<file path="src/rtl/trkjmp_pkg.sv">
package trkjmp_pkg;

    typedef enum logic [1:0] {
        JT_ONE   = 2'd0,
        JT_TEN   = 2'd1,
        JT_MULTI = 2'd2,
        JT_MOVE  = 2'd3
    } jump_kind_t;

    typedef enum logic [2:0] {
        ST_IDLE,
        ST_NULL,
        ST_BLIND,
        ST_COUNT,
        ST_BRAKE_T,
        ST_BRAKE_OVF,
        ST_SETTLE
    } seq_state_t;

endpackage

</file>
<file path="src/rtl/trkjmp_edge.sv">
module trkjmp_edge #(
    parameter int STAGES = 2
) (
    input  logic clk,
    input  logic rst_n,
    input  logic din,
    output logic rise
);
    logic [STAGES:0] pipe_q;

    always_ff @(posedge clk) begin
        if (!rst_n) pipe_q <= '0;
        else        pipe_q <= {pipe_q[STAGES-1:0], din};
    end

    assign rise = pipe_q[STAGES-1] & ~pipe_q[STAGES];


    rise_single_chk: assert property (@(posedge clk) disable iff (!rst_n)
        rise |=> !rise);

endmodule

</file>
<file path="src/rtl/trkjmp_timer.sv">
module trkjmp_timer #(
    parameter int W = 4
) (
    input  logic         clk,
    input  logic         rst_n,
    input  logic         clr,
    input  logic         tick,
    input  logic [W-1:0] len,
    output logic         done
);
    logic [W-1:0] cnt_q;

    always_ff @(posedge clk) begin
        if (!rst_n)                         cnt_q <= '0;
        else if (clr)                       cnt_q <= '0;
        else if (tick && (cnt_q != '1))     cnt_q <= cnt_q + 1'b1;
    end

    assign done = tick && (({1'b0, cnt_q} + 1'b1) >= {1'b0, len});


    hold_no_tick_chk: assert property (@(posedge clk) disable iff (!rst_n)
        (!tick && !clr) |=> (cnt_q == $past(cnt_q)));

endmodule

</file>
<file path="src/rtl/trkjmp_seq.sv">
module trkjmp_seq
    import trkjmp_pkg::*;
#(
    parameter int CW        = 16,
    parameter int TW        = 4,
    parameter int SYNC      = 2,
    parameter int TEN_CROSS = 5,
    parameter int MIRR_FROM = 16
) (
    input  logic          clk,
    input  logic          rst_n,
    input  logic          tick,
    input  logic          cmd_valid,
    input  logic [1:0]    cmd_kind,
    input  logic          cmd_rev,
    input  logic [CW-1:0] cmd_count,
    input  logic [TW-1:0] t_blind,
    input  logic [TW-1:0] t_brake,
    input  logic [TW-1:0] t_ovf,
    input  logic [TW-1:0] t_settle,
    input  logic          cout_in,
    input  logic          mirr_in,
    output logic          busy,
    output logic          trk_servo_on,
    output logic          sled_servo_on,
    output logic          trk_kick_fwd,
    output logic          trk_kick_rev,
    output logic          sled_kick_fwd,
    output logic          sled_kick_rev
);
    localparam logic [CW-1:0] TEN_TGT  = CW'(TEN_CROSS);
    localparam logic [CW-1:0] MIRR_TGT = CW'(MIRR_FROM);

    seq_state_t state_q, state_d;
    jump_kind_t kind_q;
    logic       rev_q;
    logic [CW-1:0] target_q, ecnt_q, ecnt_nx;
    logic       trk_en_q, sled_en_q;

    // edge detectors for both comparators
    logic [1:0] raw_in, rise_v;
    assign raw_in = {mirr_in, cout_in};

    for (genvar g = 0; g < 2; g++) begin : g_edge
        trkjmp_edge #(.STAGES(SYNC)) u_edge (
            .clk  (clk),
            .rst_n(rst_n),
            .din  (raw_in[g]),
            .rise (rise_v[g])
        );
    end

    logic cout_rise, mirr_rise;
    assign cout_rise = rise_v[0];
    assign mirr_rise = rise_v[1];

    // step timer
    logic [TW-1:0] tlen;
    logic          tclr, tdone;

    always_comb begin
        unique case (state_q)
            ST_BLIND:     tlen = t_blind;
            ST_BRAKE_T:   tlen = t_brake;
            ST_BRAKE_OVF: tlen = t_ovf;
            ST_SETTLE:    tlen = t_settle;
            default:      tlen = '0;
        endcase
    end

    assign tclr = (state_d != state_q) || ((state_q == ST_BRAKE_OVF) && cout_rise);

    trkjmp_timer #(.W(TW)) u_timer (
        .clk  (clk),
        .rst_n(rst_n),
        .clr  (tclr),
        .tick (tick),
        .len  (tlen),
        .done (tdone)
    );

    // crossing selection and counting
    logic accept, use_mirr, xing, last_xing;
    assign accept    = cmd_valid && (state_q == ST_IDLE);
    assign use_mirr  = ((kind_q == JT_MULTI) && (ecnt_q >= MIRR_TGT)) ||
                       ((kind_q == JT_MOVE)  && (target_q >= MIRR_TGT));
    assign xing      = use_mirr ? mirr_rise : cout_rise;
    assign ecnt_nx   = ecnt_q + 1'b1;
    assign last_xing = xing && (ecnt_nx == target_q);

    // next state
    always_comb begin
        state_d = state_q;
        unique case (state_q)
            ST_IDLE:  if (accept) state_d = (cmd_count == '0) ? ST_NULL : ST_BLIND;
            ST_NULL:  state_d = ST_IDLE;
            ST_BLIND: if (tdone) state_d = ST_COUNT;
            ST_COUNT: if (last_xing) begin
                unique case (kind_q)
                    JT_ONE:          state_d = ST_BRAKE_T;
                    JT_TEN, JT_MULTI: state_d = ST_BRAKE_OVF;
                    JT_MOVE:         state_d = ST_IDLE;
                    default:         state_d = ST_IDLE;
                endcase
            end
            ST_BRAKE_T: if (tdone) state_d = ST_IDLE;
            ST_BRAKE_OVF: if (tdone && !cout_rise)
                state_d = (kind_q == JT_MULTI) ? ST_SETTLE : ST_IDLE;
            ST_SETTLE: if (tdone) state_d = ST_IDLE;
            default:   state_d = ST_IDLE;
        endcase
    end

    // state register
    always_ff @(posedge clk) begin
        if (!rst_n) state_q <= ST_IDLE;
        else        state_q <= state_d;
    end

    // command and servo registers
    always_ff @(posedge clk) begin
        if (!rst_n) begin
            kind_q    <= JT_ONE;
            rev_q     <= 1'b0;
            target_q  <= '0;
            ecnt_q    <= '0;
            trk_en_q  <= 1'b1;
            sled_en_q <= 1'b1;
        end else begin
            if (accept) begin
                kind_q <= jump_kind_t'(cmd_kind);
                rev_q  <= cmd_rev;
                ecnt_q <= '0;
                unique case (jump_kind_t'(cmd_kind))
                    JT_ONE:  target_q <= CW'(1);
                    JT_TEN:  target_q <= TEN_TGT;
                    default: target_q <= cmd_count;
                endcase
            end else if ((state_q == ST_COUNT) && xing) begin
                ecnt_q <= ecnt_nx;
            end
            if ((state_q == ST_COUNT) && (state_d == ST_IDLE)) begin
                trk_en_q  <= 1'b0;
                sled_en_q <= 1'b0;
            end else if ((state_q inside {ST_BRAKE_T, ST_BRAKE_OVF, ST_SETTLE}) &&
                         (state_d == ST_IDLE)) begin
                trk_en_q  <= 1'b1;
                sled_en_q <= 1'b1;
            end
        end
    end

    // outputs
    always_comb begin
        busy          = (state_q != ST_IDLE);
        trk_servo_on  = 1'b0;
        sled_servo_on = 1'b0;
        trk_kick_fwd  = 1'b0;
        trk_kick_rev  = 1'b0;
        sled_kick_fwd = 1'b0;
        sled_kick_rev = 1'b0;
        unique case (state_q)
            ST_IDLE, ST_NULL: begin
                trk_servo_on  = trk_en_q;
                sled_servo_on = sled_en_q;
            end
            ST_BLIND, ST_COUNT: begin
                if (kind_q != JT_MOVE) begin
                    trk_kick_fwd = !rev_q;
                    trk_kick_rev = rev_q;
                end
                if (kind_q != JT_ONE) begin
                    sled_kick_fwd = !rev_q;
                    sled_kick_rev = rev_q;
                end
            end
            ST_BRAKE_T, ST_BRAKE_OVF: begin
                trk_kick_fwd = rev_q;
                trk_kick_rev = !rev_q;
            end
            ST_SETTLE: trk_servo_on = 1'b1;
            default: ;
        endcase
    end


    busy_rise_chk: assert property (@(posedge clk) disable iff (!rst_n)
        accept |=> busy);


    ignore_busy_chk: assert property (@(posedge clk) disable iff (!rst_n)
        (busy && cmd_valid) |=> (target_q == $past(target_q)));


    kick_servo_off_chk: assert property (@(posedge clk) disable iff (!rst_n)
        (trk_kick_fwd || trk_kick_rev || sled_kick_fwd || sled_kick_rev) |->
        (!trk_servo_on && !sled_servo_on));


    count_bound_chk: assert property (@(posedge clk) disable iff (!rst_n)
        (state_q == ST_COUNT) |-> (ecnt_q < target_q));


    zero_count_chk: assert property (@(posedge clk) disable iff (!rst_n)
        (accept && (cmd_count == '0)) |=>
        (busy && $stable({trk_servo_on, sled_servo_on})) ##1 !busy);


    kick_dir_chk: assert property (@(posedge clk) disable iff (!rst_n)
        $countones({trk_kick_fwd, trk_kick_rev}) <= 1 &&
        $countones({sled_kick_fwd, sled_kick_rev}) <= 1);

endmodule

</file>
<file path="config.mk">
export PLATFORM = sky130hd
export DESIGN_NAME = trkjmp_seq
export DESIGN_NICKNAME = d
export VERILOG_FILES = /design/src/rtl/trkjmp_pkg.sv /design/src/rtl/trkjmp_edge.sv /design/src/rtl/trkjmp_timer.sv /design/src/rtl/trkjmp_seq.sv
export SDC_FILE = /design/constraint.sdc
export NUM_CORES = 1
export LEC_CHECK = 0
export BUFFER_PORTS_ARGS = -buffer_cell sky130_fd_sc_hd__buf_4
export CAP_MARGIN = 25
export CORE_MARGIN = 1.5
export CORE_UTILIZATION = 51
export DETAILED_ROUTE_END_ITERATION = 10
export PLACE_DENSITY = 0.76
export SLEW_MARGIN = 25
export SYNTH_ARGS = -nofsm -noshare
export SYNTH_HDL_FRONTEND = slang
export SYNTH_HIERARCHICAL = 1
export SYNTH_SLANG_ARGS = --single-unit
export TNS_END_PERCENT = 5
</file>
<file path="constraint.sdc">
create_clock -name clk -period 3.5 [get_ports clk]
set_input_delay 1.05 -clock clk [delete_from_list [all_inputs] [get_ports clk]]
set_output_delay 1.05 -clock clk [all_outputs]
set_load 0.005 [all_outputs]
</file>
==> results.ini <==
[outcome]
outcome=finished clean

[cts]
cts_setup_buffers=0
cts_tree=yes
cts_made_buffers=5
path_clk_slew_ps=90
cts.path.max_buffers=2
h-tree-depth=2
insertion_delay_ps=300
cts.sinks=49
ctsRootBufferMaster=clkbuf_8

[routing]
vias=2753
drt-initial-drc-count=147
routed_wl_microns=7340
drt-pass1-iter-count=4
drtAntennaViolNets=0
drcViolationCount=0
wl_per_cell_microns=15.4
via_per_inst=5.80

[floorplan]
ioPinCount=48
die_y_microns=80.3
rows=27
die_width_microns=80.3
die_area_sq_um=6450
start_util_pct=54.0
fp.coreArea_sq_um=5640

[grt]
met1_usage_pct=30.3
antenna_found_initial=0
grt_pass1_wl_microns=12600
grt_max_degree=18
overflow=0
use_met2_pct=44.1
grt_pass1_vias=2672
use_met3_pct=5.23
busiest_layer=met2
grt_use_total_pct=25.0

[sta]
maxSlewViolCount=0
fin_crit_sh_pct=93.9
timing.final.crit_period_ps=3290
worst_slew_pin_slew_ps=635
tns_ps=0
max_freq_mhz=304
setup_viol=0
clock_skew_ps=8.57
hold_viol_final=0
rsz0062_at_grt=false
slew_headroom_pct=57.6

[worst_hold_path]
min_path_type=reg2reg

[synth]
synth_cell_types=60
ys_top_cells_by_count=dfxtp_1, nor2_1, nand2_1, xnor2_1, inv_1
yosys.area.top_type=dfxtp_1
synth_area_leaders=dfxtp_1, xnor2_1, ha_1
yosysWarnings=6
synth_edf_count=0
synthCells=359
ys_ff_latch=49
synth_top_area_share_pct=32.2
synth_area_sq_um=3050
yosysMostFrequentCell=dfxtp_1
syn-num-nets=410
ys_dominant_reg_cell=dfxtp_1
async_flop_share_pct=0
seq_area_frac_synth_pct=32.2
avgSynthCellArea_sq_um=8.49

[setup_path]
reg2reg_depth=17
crit_start=t_settle[2]
r2r_end=u_timer/cnt_q[0]
critPathKind=in2reg
r2r_setup_slack_ps=310
worstPathArrival_ps=3470
r2r-start=state_q[2]
setup.worst_path.end_class=register
start_kind=primary input
worstPathRequired_ps=3680
crit_path_end=u_timer/cnt_q[0]
cp_max_fo=4

[power]
peakVddDrop_mv=0.195
p_leak_nw=1.43
finalPower_mw=1.23
p_per_area_nw_per_um2=341

[layout]
n_antenna_cell=0
drive_gt1_share_pct=20.3
stdcell_area_sq_um=3610
final_cells=475
final_nets=453
fillers=496
syn_to_final_growth_pct=18.4

[place]
place_hpwl_microns=5580
gp_congestion=0.857
port_buffers=47
place_area_sq_um=3480
dp_cells=467

[flow_run]
maxCapViolations=0

-- per-stage QoR --
stage | setup slack [ps] | util [%] | hold slack (ps)
after floorplan | 33.8 | - | 412
after global placement | -130 | 61.7 | 415
after detailed placement | -186 | 61.7 | 429
after CTS | 130 | 63.8 | 453
after global routing | 13.8 | 64.0 | 466
final | 212 | 64.0 | 448
-- repair_timing --
item                       4_1_cts  5_1_grt
setup endpoints to repair        0        4
hold buffers                     0        0
resized for setup                0        4
-- cells in the final DEF, fill, tap and decap left out, types with 2 or more instances in the layout --
| cell type | netlist | layout |
|---|---|---|
| a2111oi_0 | 6 | 6 |
| a211oi_1 | 11 | 11 |
| a21o_1 | 4 | 4 |
| a21oi_1 | 14 | 14 |
| a221o_1 | 2 | 2 |
| a22o_1 | 14 | 14 |
| a31oi_1 | 2 | 2 |
| a32oi_1 | 2 | 2 |
| and2_1 | 9 | 9 |
| and3_1 | 3 | 3 |
| and4_1 | 3 | 3 |
| buf_4 | 0 | 56 |
| clkbuf_8 | 0 | 6 |
| dfxtp_1 | 49 | 49 |
| ha_1 | 10 | 10 |
| inv_1 | 17 | 17 |
| mux2_2 | 4 | 4 |
| mux2i_1 | 6 | 6 |
| nand2_1 | 26 | 26 |
| nand2b_1 | 4 | 3 |
| nand3_1 | 8 | 8 |
| nand3b_1 | 3 | 3 |
| nand4_1 | 6 | 6 |
| nor2_1 | 31 | 31 |
| nor2b_1 | 4 | 4 |
| nor2b_4 | 2 | 2 |
| nor3_1 | 9 | 9 |
| nor3b_1 | 3 | 3 |
| nor4_1 | 8 | 8 |
| nor4_2 | 2 | 2 |
| o21a_1 | 3 | 3 |
| o21ai_0 | 12 | 10 |
| o31ai_1 | 2 | 2 |
| xnor2_1 | 25 | 25 |
| xor2_1 | 11 | 11 |
-- critical path: stages --
cell and delay, ps:
buf_4 110, mux2i_1 120, nor2_1 50, a21oi_1 130, o21ai_1 70, inv_1 50, ha_1 240, a21o_1 180
a31oi_1 170, o21ai_2 110, nor2b_1 140, a32o_1 260, or2_2 290, a21oi_1 150, a21oi_1 60, o211ai_1 90
nand2b_4 160, a21oi_1 50
-- layout make-up --
class | instances | area (sq um) | share of cell area [%]
clock inverter | 2 | 37.5 | 1.04
inverter | 17 | 63.8 | 1.77
tap | 72 | 90.1 | 2.50
clock buffer | 6 | 82.6 | 2.29
sequential | 49 | 981 | 27.2
timing repair buffer | 57 | 440 | 12.2
multi-input combinational | 272 | 1910 | 53.0
-- layer usage --
layer / routed length, microns / vias up / share of wire, %
met1: 3240 / 1279 / 44
met4: 104 / 0 / 1.4
met3: 357 / 8 / 4.9
met2: 3630 / 85 / 50
li1: - / 1381 / -
met5: 0 / - / 0
-- logic make-up (layout without fill, tap and decap cells) --
family	count (synthesis)	count (layout)	share of synthesized area, %
buf+inv	38	82	5.38
fa+ha+maj	10	10	4.11
simple gates	131	131	23.9
compound gates	85	85	20.6
flops	49	49	32.2
xor+xnor	36	36	10.3
mux	10	10	3.45
-- sequential cells by signal, summed over array words and instances (netlist names) --
| register | cells |
|---|---|
| sled_en_q | 1 |
| target_q | 16 |
| ecnt_q | 16 |
| state_q | 3 |
| kind_q | 2 |
| g_edge.u_edge/pipe_q | 6 |
| rev_q | 1 |
| u_timer/cnt_q | 4 |
-- power breakdown --
| group | switching [mW] | leakage, nW | internal [mW] |
|---|---|---|---|
| sequential | 0.0213 | 0.398 | 0.576 |
| clock | 0.188 | 0.0574 | 0.232 |
| combinational | 0.103 | 0.972 | 0.111 |
| total | 0.312 | 1.43 | 0.920 |
-- worst min path at each step --
stage | from | endpoint | slack, ps | depth (start not counted)
finish | g_edge[0].u_edge/pipe_q[0] | g_edge[0].u_edge/pipe_q[1] | 450 | 1
global route | g_edge[1].u_edge/pipe_q[0] | g_edge[1].u_edge/pipe_q[1] | 470 | 1
CTS | g_edge[0].u_edge/pipe_q[0] | g_edge[0].u_edge/pipe_q[1] | 450 | 1
detailed placement | g_edge[0].u_edge/pipe_q[0] | g_edge[0].u_edge/pipe_q[1] | 430 | 1
global placement | g_edge[1].u_edge/pipe_q[0] | g_edge[1].u_edge/pipe_q[1] | 410 | 1
floorplan | g_edge[0].u_edge/pipe_q[0] | g_edge[0].u_edge/pipe_q[1] | 410 | 1
No activity file was read; power rests on OpenSTA's default activity.
